==> src/rtl/trk_adc_pkg.sv <==
package trk_adc_pkg;

   // Selects how a decrease near zero is handled.
   typedef enum logic {
      GUARD_CLAMP = 1'b0,  // signed difference, saturate at zero
      GUARD_SKIP  = 1'b1   // hold the level when it is already zero
   } trk_guard_e;

endpackage

==> src/rtl/trk_adc_sync.sv <==
module trk_adc_sync #(
   parameter int STAGES = 2
) (
   input  logic clk,
   input  logic rst,
   input  logic d_async,
   output logic d_sync
);

   generate
      if (STAGES < 2) begin : g_bad_stages
         $error("trk_adc_sync: STAGES must be at least 2");
      end
   endgenerate

   logic [STAGES-1:0] chain_q;

   generate
      for (genvar i = 0; i < STAGES; i++) begin : g_stage
         if (i == 0) begin : g_first
            always_ff @(posedge clk) begin
               if (rst) chain_q[0] <= 1'b0;
               else     chain_q[0] <= d_async;
            end
         end else begin : g_next
            always_ff @(posedge clk) begin
               if (rst) chain_q[i] <= 1'b0;
               else     chain_q[i] <= chain_q[i-1];
            end
         end
      end
   endgenerate

   assign d_sync = chain_q[STAGES-1];

endmodule

==> src/rtl/trk_adc_step.sv <==
module trk_adc_step
   import trk_adc_pkg::*;
#(
   parameter int              LEVEL_W = 16,
   parameter logic [LEVEL_W-1:0] STEP = 16'h0055,
   parameter logic [LEVEL_W-1:0] CEIL = 16'hFF00,
   parameter trk_guard_e      GUARD   = GUARD_CLAMP
) (
   input  logic               clk,
   input  logic               rst,
   input  logic               upd,
   input  logic               go_up,
   output logic [LEVEL_W-1:0] lvl_nxt,
   output logic [LEVEL_W-1:0] lvl_q
);

   // Highest level from which a full step up still fits under the ceiling.
   localparam logic [LEVEL_W-1:0] UP_LIM = CEIL - STEP;

   logic [LEVEL_W-1:0] up_val;
   logic [LEVEL_W-1:0] dn_val;

   // Saturating increase: compare before adding, so the sum never wraps.
   always_comb begin
      if (lvl_q >= UP_LIM) up_val = CEIL;
      else                 up_val = lvl_q + STEP;
   end

   generate
      if (GUARD == GUARD_CLAMP) begin : g_clamp
         logic [LEVEL_W:0] diff;
         always_comb begin
            diff = {1'b0, lvl_q} - {1'b0, STEP};
            if (diff[LEVEL_W]) dn_val = '0;
            else               dn_val = diff[LEVEL_W-1:0];
         end
      end else begin : g_skip
         // Level is always a multiple of STEP here, so only zero needs care.
         always_comb begin
            if (lvl_q == '0) dn_val = lvl_q;
            else             dn_val = lvl_q - STEP;
         end
      end
   endgenerate

   always_comb begin
      if (!upd)       lvl_nxt = lvl_q;
      else if (go_up) lvl_nxt = up_val;
      else            lvl_nxt = dn_val;
   end

   always_ff @(posedge clk) begin
      if (rst) lvl_q <= '0;
      else     lvl_q <= lvl_nxt;
   end

endmodule

==> src/rtl/trk_adc_result.sv <==
module trk_adc_result #(
   parameter int LEVEL_W = 16,
   parameter int RES_W   = 8
) (
   input  logic               clk,
   input  logic               rst,
   input  logic               upd,
   input  logic [LEVEL_W-1:0] lvl_nxt,
   output logic [RES_W-1:0]   res_q,
   output logic               vld_q,
   output logic               chg_q
);

   localparam int LO = LEVEL_W - RES_W;

   logic [RES_W-1:0] top_byte;
   assign top_byte = lvl_nxt[LEVEL_W-1:LO];

   always_ff @(posedge clk) begin
      if (rst) begin
         res_q <= '0;
         vld_q <= 1'b0;
         chg_q <= 1'b0;
      end else if (upd) begin
         vld_q <= 1'b1;
         chg_q <= (top_byte != res_q);
         if (top_byte != res_q) res_q <= top_byte;
      end else begin
         chg_q <= 1'b0;
      end
   end

endmodule

==> src/rtl/trk_adc_core.sv <==
module trk_adc_core
   import trk_adc_pkg::*;
#(
   parameter int                 LEVEL_W     = 16,
   parameter int                 RES_W       = 8,
   parameter logic [LEVEL_W-1:0] STEP        = 16'h0055,
   parameter logic [LEVEL_W-1:0] CEIL        = 16'hFF00,
   parameter trk_guard_e         GUARD       = GUARD_CLAMP,
   parameter int                 SYNC_STAGES = 2
) (
   input  logic               clk,
   input  logic               rst,
   input  logic               cmp_async,
   input  logic               update_en,
   output logic [LEVEL_W-1:0] dac_code,
   output logic [RES_W-1:0]   result,
   output logic               result_vld,
   output logic               result_chg
);

   generate
      if (RES_W > LEVEL_W || RES_W < 1) begin : g_bad_res
         $error("trk_adc_core: RES_W must be in 1..LEVEL_W");
      end
      if (STEP == '0) begin : g_bad_step
         $error("trk_adc_core: STEP must be nonzero");
      end
      if (STEP > CEIL) begin : g_bad_ceil
         $error("trk_adc_core: STEP must not exceed CEIL");
      end
      if (GUARD == GUARD_SKIP && (CEIL % STEP) != 0) begin : g_bad_skip
         $error("trk_adc_core: skip guard needs CEIL to be a multiple of STEP");
      end
   endgenerate

   logic                cmp_s;
   logic [LEVEL_W-1:0]  lvl_nxt;

   trk_adc_sync #(.STAGES(SYNC_STAGES)) u_sync (
      .clk     (clk),
      .rst     (rst),
      .d_async (cmp_async),
      .d_sync  (cmp_s)
   );

   trk_adc_step #(
      .LEVEL_W (LEVEL_W),
      .STEP    (STEP),
      .CEIL    (CEIL),
      .GUARD   (GUARD)
   ) u_step (
      .clk     (clk),
      .rst     (rst),
      .upd     (update_en),
      .go_up   (cmp_s),
      .lvl_nxt (lvl_nxt),
      .lvl_q   (dac_code)
   );

   trk_adc_result #(
      .LEVEL_W (LEVEL_W),
      .RES_W   (RES_W)
   ) u_res (
      .clk     (clk),
      .rst     (rst),
      .upd     (update_en),
      .lvl_nxt (lvl_nxt),
      .res_q   (result),
      .vld_q   (result_vld),
      .chg_q   (result_chg)
   );

endmodule

==> config.mk <==
export PLATFORM = sky130hd
export DESIGN_NAME = trk_adc_core
export DESIGN_NICKNAME = d
export VERILOG_FILES = /design/src/rtl/trk_adc_pkg.sv /design/src/rtl/trk_adc_sync.sv /design/src/rtl/trk_adc_step.sv /design/src/rtl/trk_adc_result.sv /design/src/rtl/trk_adc_core.sv
export SDC_FILE = /design/constraint.sdc
export NUM_CORES = 1
export LEC_CHECK = 0
export BUFFER_PORTS_ARGS = -buffer_cell sky130_fd_sc_hd__buf_2
export CORE_AREA = 4 4 73 75
export CTS_CLUSTER_DIAMETER = 50
export CTS_CLUSTER_SIZE = 20
export DETAILED_ROUTE_END_ITERATION = 10
export DIE_AREA = 0 0 77 79
export PLACE_DENSITY = 0.78
export RECOVER_POWER = 100
export REMOVE_ABC_BUFFERS = 1
export SYNTH_ARGS = -nofsm -noshare
export SYNTH_HDL_FRONTEND = slang
export SYNTH_SLANG_ARGS = --single-unit
export TNS_END_PERCENT = 20
==> constraint.sdc <==
create_clock -name clk -period 4 [get_ports clk]
set_input_delay 0.4 -clock clk [delete_from_list [all_inputs] [get_ports clk]]
set_output_delay 0.4 -clock clk [all_outputs]
set_load 0.005 [all_outputs]
**After elaboration in Yosys (flattened, before gate mapping)**

Index checks and enable logic that the tools add are counted.

- Logic and storage cells: 18
- Input port bits: 4
- Register bits: 28
- Output and inout bits: 26

- Multiplexer cells: 4
- Bitwise gates (word level): 1
- Add/sub/neg operators: 2
- Equal/unequal tests: 1
- Order comparisons: 1
- Reduce and logical (&&, ||, !) cells: 2

Operators with widths:

| operator | count |
|---|---|
| 16-bit 2-to-1 mux | 4 |
| 16-bit by 7-bit subtractor with 17-bit output, second input constant | 1 |
| 16-bit by 7-bit adder with 16-bit output, second input constant | 1 |
| 16-bit >= comparator, second input constant | 1 |
| 8-bit inequality test | 1 |
| 2-bit AND reduction | 1 |
| 2-bit OR reduction | 1 |
| 1-bit inverter | 1 |

**Depth between registers and ports, before layout**

Gate-level depths: netlist of the first run.

- Word-level depth: 6
- Depth in mapped cells: 13
- Depth with buffers taken out: 11

**By module**

From an unflattened synthesis of the first run, not the netlist that was laid out.

- Cell total of the unflattened synthesis: 278
- Area total of the unflattened synthesis: 2,195.9 um^2

Modules (own cells, without submodules):

| module | cells each | area an instance (um^2) | sequential area each (um^2) | times used |
|---|---|---|---|---|
| trk_adc_step | 224 | 1,641.6 | 320.3 | 1 |
| trk_adc_result | 50 | 501.7 | 200.2 | 1 |
| trk_adc_sync | 4 | 52.6 | 40.0 | 1 |

**Least setup slack after synthesis of the first run**

No wires, ideal clock.

- Path kind: flip-flop to flip-flop
- Start point: reg u_step.lvl_q[0]
- End point: reg u_res.res_q[1]
- Setup time: 132 ps
- Required time: 3,868 ps
- Cell stages (with the launch flop): 13
- Setup slack: 1,268 ps
- Arrival time: 2,600 ps
- Clock period less this slack: 2,732 ps
- Buffers on the path: 1
- Cell sequence: dfxtp_1 > inv_1 > ha_1 > nor2b_1 > o31a_1 > nor3_1 > o41ai_1 > o22ai_1 > xnor2_1 > buf_2 > nor2_1 > a221oi_2 > a31oi_1

- Word-level cells in the longest chain between the ends: 6
- Elaborated cells on any way between the ends: 9
- Those cells by class: add/sub: 2; order compare: 1; eq/ne: 1; mux: 4; reduce/logical: 1

RTL lines:

| item | RTL line | source |
|---|---|---|
| from (decl) | trk_adc_step.sv:14 | `output logic [LEVEL_W-1:0] lvl_q` |
| from (signal assigned) | trk_adc_step.sv:54 | `else lvl_q <= lvl_nxt;` |
| 16-bit by 7-bit subtractor with 17-bit output (tied with other cells) | trk_adc_step.sv:33 | `diff = {1'b0, lvl_q} - {1'b0, STEP};` |
| 16-bit 2-to-1 mux, on equally long branches | trk_adc_step.sv:34, trk_adc_step.sv:25 |  |
| 16-bit 2-to-1 mux * | trk_adc_step.sv:48 | `else if (go_up) lvl_nxt = up_val;` |
| 16-bit 2-to-1 mux * | trk_adc_step.sv:47 | `if (!upd) lvl_nxt = lvl_q;` |
| 8-bit inequality test | trk_adc_result.sv:27 | `if (top_byte != res_q) res_q <= top_byte;` |
| 2-bit AND reduction (no source line) | n/a |  |
| to (signal assigned) | trk_adc_result.sv:27 |  |
| to (decl) | trk_adc_result.sv:9 | `output logic [RES_W-1:0] res_q,` |

Every way passes the cells marked *; elsewhere a longest branch is shown, timed or not.
A chain may end at the register's enable or synchronous reset.

**Final worst setup path of the first run**

- Start point: reg u_step.lvl_q[12]
- End point: reg u_res.res_q[3]

- Word-level cells in the longest chain between the ends: 6
- Elaborated cells on any way between the ends: 9
- Those cells by class: add/sub: 2; order compare: 1; eq/ne: 1; mux: 4; reduce/logical: 1

RTL lines:

| item | RTL line |
|---|---|
| 16-bit by 7-bit subtractor with 17-bit output (tied with other cells) | trk_adc_step.sv:33 |
| 16-bit 2-to-1 mux, on equally long branches | trk_adc_step.sv:34, trk_adc_step.sv:25 |
| 16-bit 2-to-1 mux | trk_adc_step.sv:48 |
| 16-bit 2-to-1 mux * | trk_adc_step.sv:47 |
| 8-bit inequality test | trk_adc_result.sv:27 |
| 2-bit AND reduction (no source line) | n/a |

Marks and branches as above.

==> results.md, run 1 <==
* Status: completed
* CTS Buffer Depth at 2
* Die area at roughly 6000 um^2
* Resized cells post-CTS at 0
* Worst Path Required at 4130 ps
* Fillcell total at about 450
* Worst-Margin Slew at 1310 ps
* Critical Path Start Type: flip-flop
* Initial antenna violation count at 0
* Yosys cell types at 61
* Final antenna-violating net count at 0
* RSZ-0062 raised after global routing: false
* CP endpoint kind: flip-flop
* Placer Congestion at ~0.96
* Post-Syn Area per Cell at slightly above 7 um^2
* Arrival @ worst endpoint at 3720 ps
* Clk_skew at ~14 ps
* Core Footprint at approximately 4700 um^2
* Max-slew violation count at 0
* Rel. slew slack at 0.129
* I/O Buffers at 29
* Post-DP HPWL at approximately 5300 um
* GRT Total Usage at 0.244
* Vias per inst at between 6 and 7
* CTS Hold Bufs at 0
* EDFF count, synth at 0
* Tcrit/Tclk final at 0.898
* Fmax at between 0.2 and 0.3 GHz
* Total power at between 1 and 1.5 mW
* Final nets at ~370
* Max-cap violations at 0
* Multi-input logic area at ~1800 um^2
* Synth-to-layout area growth at 5.85%
* Final setup TNS at 0 ps
* Crit Path Category: reg2reg
* Most frequent CP cell: o22ai_1
* Total number of yosys warnings at 0
* Insertion delay to the later sink of the worst-skew pair at approximately 290 ps
* Vias post-DR at approximately 2.8k
* Setup violators final at 0
* Die height at just under 80 um
* Main synth FF type: dfxtp_1
* TritonCTS clock tree: done
* Total gr overflow at 0
* Critical path's slowest cell: xnor2_1
* Slowest stage delay, CP at around 900 ps
* Total CTS buffers at 3
* Share of layout cells above drive strength 1 at 0.111
* CP cell instances: nand4_1 > or2_0 > o31ai_4 > o22ai_1 > xnor2_1 > o22ai_1 > a21oi_1 > a31oi_1
* Critical path's top delay family: compound AO/OA/AOI/OAI gates
* Worst path buffer plus inverter count at 0
* First-pass detailed-route iteration total at 5
* Post CTS Setup Buffer Count at 0
* DR DRC count at 0
* Diodes inserted at 0
* Initial detailed-routing violation count at ~380
* Register area at approximately 560 um^2
* Wire per inst at 17.8 um
* Worst-path fanout max at 14
* WHS at approximately 340 ps
* Pwr dens at between 400 and 500 nW/um^2
* H-tree depth at 1
* Asr flop ratio synth at 0
* Largest net degree at the start of global routing at 30
* Number of global-route vias before repair at 2523
* Clk sink count at 28
* Die width at slightly below 80 um
* Row count at 25
* Global-route wire length before repair at between 10000 and 15000 um
* Post-Syn Instances at between 300 and 400
* Yosys reg bits at 28
* Ports at 30
* Drt total wl at 7400 um
* Min Tclk post-route at about 3600 ps
* Peak supply drop at between 0.0003 and 0.0004 V
* Leakage at 0.983 nW
* Sequential share of the synthesized area at 0.222
* Fin. Hold Viols at 0
* Synthesized area at around 2500 um^2
* Clock slew at reported path FFs at between 100 and 150 ps
* Worst min-delay path category: in2reg
* Starting Density at 0.541
* Root buffer cell: clkbuf_8
-- placed cells by master (no fill, tap or decap), drive strengths merged, types with 4 or more instances in the layout --
cell type  Yosys  layout
a21oi         27      27
a31oi         11      11
buf           14      26
clkbuf        19      17
dfxtp         28      28
inv           14      14
mux2i          4       4
nand2         21      21
nand2b         6       6
nand3         16      16
nand4         11      11
nor2          30      30
nor2b          4       4
nor3          11      11
nor4           7       7
o211ai         9       9
o21a           9       9
o21ai         17      17
o22ai         10      10
o31a           4       4
or2            7       7
or3            4       4
xnor2         11      11
-- state kept, by name, indices dropped and copies added (netlist names) --
register and cells:
u_res.res_q 8, u_res.vld_q 1, u_step.lvl_q 16, u_sync.d_sync 1, u_res.chg_q 1, u_sync.chain_q 1
-- through the flow --
step | setup slack, ps | utilization | instances | cell area, um^2
4_1_cts | 551 | 0.583 | 415 | 2720
2_1_floorplan | 853 | - | 318 | 2380
3_5_place_dp | 574 | 0.574 | 412 | 2670
5_1_grt | 89.9 | 0.573 | 415 | 2670
6_report | 407 | 0.573 | 415 | 2670
3_3_place_gp | 693 | 0.574 | 412 | 2670
-- metal layers --
metal	routed length (um)	share of wire	GRT usage
met1	3290	0.44	0.332
met2	3360	0.45	0.396
met3	562	0.076	0.0317
met4	186	0.025	0.0890
met5	0	0	0
-- power breakdown --
group          switching, mW  internal [mW]
clock network         0.0970         0.0680
logic                  0.407          0.297
registers              0.104          0.331
-- layout make-up --
type | count | area share
multi-input cells | 276 | 0.657
inverters | 14 | 0.0197
clock buffers | 3 | 0.0155
repair buffers | 40 | 0.0731
well taps | 54 | 0.0253
flip-flops and latches | 28 | 0.210
-- Yosys cell counts (all sizes together) (10+ instances only) --
cell type  instances  area share
dfxtp             28        0.22
nor3              11       0.022
xnor2             11       0.038
nor2              30       0.045
clkbuf            19       0.028
o21ai             17       0.034
inv               14       0.021
nand2             21       0.032
nand4             11       0.027
buf               14       0.029
a31oi             11       0.027
o22ai             10       0.027
a21oi             27       0.054
nand3             16       0.032
-- cell families after synthesis --
kind of cell	after synthesis	synth area share
buf+inv	47	0.0779
fa+ha+maj	2	0.00992
simple gates	130	0.275
compound gates	125	0.346
xor+xnor	14	0.0486
mux	5	0.0203
flops	28	0.222
-- worst reg2reg max path, delay by kind of cell, from the launching register on --
kind | cells | cell delay (ps)
and+or+nand+nor | 2 | 610
xor gates and xnor gates | 1 | 900
DFF | 1 | 680
AOI/OAI and AO/OA | 5 | 1250
-- worst paths after layout --
path	from	endpoint	slack, ps	depth (start not counted)
worst max-delay path	u_step.lvl_q[12]	u_res.res_q[3]	410	8
worst min-delay path	cmp_async	u_sync.chain_q[0]	340	2
worst max register to register	u_step.lvl_q[12]	u_res.res_q[3]	410	8
worst min register to register	u_sync.chain_q[0]	u_sync.d_sync	460	1
(Power assumes the default switching activity.)
==> run 2, diff against run 1 <==
CORE_AREA = 4 4 67 82   (was 4 4 73 75)
DIE_AREA = 0 0 71 86   (was 0 0 77 79)
==> run 2 against run 1 <==
Clock skew fell by 6.3 ps. Global-route usage rose by 1.0 points. Largest cell class unchanged. Final cell count grew 1.4%.
==> results.md, run 2 (synthesis results as in run 1) <==
* Status: completed (unchanged)
* Final nets at 368 (was 369)
* Worst-Margin Slew at 1360 ps (was 1310 ps)
* Highest metal used: met4 (unchanged)
* Worst min-delay path category: in2reg (unchanged)
* Most flops, register: u_step.lvl_q (unchanged)
* Critical Path Start Type: flip-flop (unchanged)
* Met3 WL at 628 um (was 562 um)
* GRT Total Usage at 0.254 (was 0.244)
* Drt total wl at 7630 um (was 7400 um)
* H-tree depth at 1 (unchanged)
* Reg2Reg Depth at 10 (was 8)
* Most common cell after layout, fill and taps aside: nor2_1 (unchanged)
* Max-slew violation count at 0 (unchanged)
* Setup violators final at 0 (unchanged)
* Row count at 28 (was 25)
* CTS Hold Bufs at 0 (unchanged)
* Largest net degree at the start of global routing at 30 (unchanged)
* Crit Path Category: reg2reg (unchanged)
* Wire per inst at 18.1 um (was 17.8 um)
* Vias post-DR at 2845 (was 2831)
* Clk sink count at 28 (unchanged)
* Synth-to-layout area growth at 6.85% (was 5.85%)
* Placed insts at 417 (was 412)
* Total gr overflow at 0 (unchanged)
* Number of cells on the worst hold path at 2 (unchanged)
* Final core occ at 0.566 (was 0.573)
* Most frequent cells in the layout: nor2_1, dfxtp_1, a21oi_1 (unchanged)
* Clock slew at reported path FFs at 110 ps (about the same)
* Worst slack, placed at 608 ps (was 574 ps)
* DR DRC count at 0 (unchanged)
* Vias per inst at 6.76 (was 6.82)
* Met2 WL at 3730 um (was 3360 um)
* Post CTS Setup Buffer Count at 0 (unchanged)
* Leakage at 1.00 nW (was 0.983 nW)
* Diodes inserted at 0 (unchanged)
* Total CTS buffers at 3 (unchanged)
* Core Footprint at 4760 um^2 (was 4660 um^2)
* Post-DP HPWL at 5430 um (was 5270 um)
* Critical path's slowest cell: dfxtp_1 (was xnor2_1)
* Global-route wire length before repair at 12900 um (was 12400 um)
* Clk_skew at 7.68 ps (was 14.0 ps)
* Root buffer cell: clkbuf_8 (unchanged)
* First-pass detailed-route iteration total at 5 (unchanged)
* Initial detailed-routing violation count at 209 (was 381)
* Max reg flops at 16 (unchanged)
* Worst-path fanout max at 12 (was 14)
* Peak supply drop at 0.000324 V (was 0.000344 V)
* Slowest stage delay, CP at 680 ps (was 900 ps)
* Initial antenna violation count at 0 (unchanged)
* Setup WS post-layout at 458 ps (was 407 ps)
* Ports at 30 (unchanged)
* Resized cells post-CTS at 0 (unchanged)
* Final antenna-violating net count at 0 (unchanged)
* CP endpoint kind: flip-flop (unchanged)
* TritonCTS clock tree: done (unchanged)
* Final setup TNS at 0 ps (unchanged)
* Top flop regs: u_step.lvl_q x16, u_res.res_q x8 (unchanged)
* CP cell instances: nand4_1 > or2_0 > o31a_1 > buf_4 > and2_0 > a22oi_1 > o211ai_1 > or3_1 > a221oi_1 > a31oi_1 (was nand4_1 > or2_0 > o31ai_4 > o22ai_1 > xnor2_1 > o22ai_1 > a21oi_1 > a31oi_1)
* Insertion delay to the later sink of the worst-skew pair at 290 ps (about the same)
* Total power at 1.37 mW (was 1.30 mW)
* Die width at 71 um (was 77 um)
* Fin. Hold Viols at 0 (unchanged)
* Wl on met1 at 3110 um (was 3290 um)
* Max-cap violations at 0 (unchanged)
* Starting Density at 0.529 (was 0.541)
* Worst Path Required at 4120 ps (was 4130 ps)
* Rel. slew slack at 0.0924 (was 0.129)
* Arrival @ worst endpoint at 3670 ps (was 3720 ps)
* RSZ-0062 raised after global routing: false (unchanged)
* CTS Buffer Depth at 2 (unchanged)
* Number of global-route vias before repair at 2699 (was 2523)
* Die height at 86 um (was 79 um)
* I/O Buffers at 29 (unchanged)
* Share of layout cells above drive strength 1 at 0.116 (was 0.111)
* Die area at 6110 um^2 (was 6080 um^2)
* Pwr dens at 507 nW/um^2 (was 488 nW/um^2)
* Fmax at 0.282 GHz (was 0.278 GHz)
* Non-Filler Instances at 421 (was 415)
* Tcrit/Tclk final at 0.886 (was 0.898)
* Placer Congestion at 0.967 (was 0.964)
* Min Tclk post-route at 3540 ps (was 3590 ps)
==> run 2: cell types whose count changed in the layout (fill, tap and decap cells not counted) <==
cell,change
clkbuf_2,+1
a221oi_2,-1
bufinv_16,+1
clkbuf_1,-1
buf_2,+3
buf_4,-2
buf_1,-2
a221oi_1,+1
==> run 2: path summary, 6_finish.rpt <==
path,startpoint,to,slack (ps)
worst max-delay path,u_step.lvl_q[12],u_res.res_q[1],460
worst min register to register,u_sync.chain_q[0],u_sync.d_sync,460
worst min-delay path,cmp_async,u_sync.chain_q[0],310
worst max register to register,u_step.lvl_q[12],u_res.res_q[1],460
==> run 2: stage by stage <==
stage          hold slack, ps  area [um^2]
6_report                  305         2700
5_1_grt                   339         2700
4_1_cts                   315         2750
3_5_place_dp              441         2670
3_3_place_gp              440         2670
2_1_floorplan             414         2380
==> run 2: area by class of cell <==
| class | instances | area, um^2 |
|---|---|---|
| clock buffers | 3 | 41.3 |
| clock inverters | 1 | 30.0 |
| fillers | 496 | 2070 |
| inverters | 14 | 52.6 |
| multi-input cells | 276 | 1750 |
| flip-flops and latches | 28 | 561 |
| well taps | 60 | 75.1 |
| repair buffers | 39 | 189 |
==> run 2: layer usage <==
layer	vias up	GRT usage
met5	-	0
met4	0	0.101
met3	18	0.0399
met2	148	0.435
met1	1346	0.317
li1	1333	-
==> run 2: critical path, delay by kind of cell (launching register included) <==
family | cells | cell delay (ps)
simple gates | 4 | 1280
flops | 1 | 680
buf+inv | 1 | 230
compound gates | 5 | 1170
==> run 2: power by group <==
| part | switching [mW] | internal, mW |
|---|---|---|
| logic | 0.401 | 0.289 |
| clock network | 0.104 | 0.135 |
| registers | 0.106 | 0.331 |
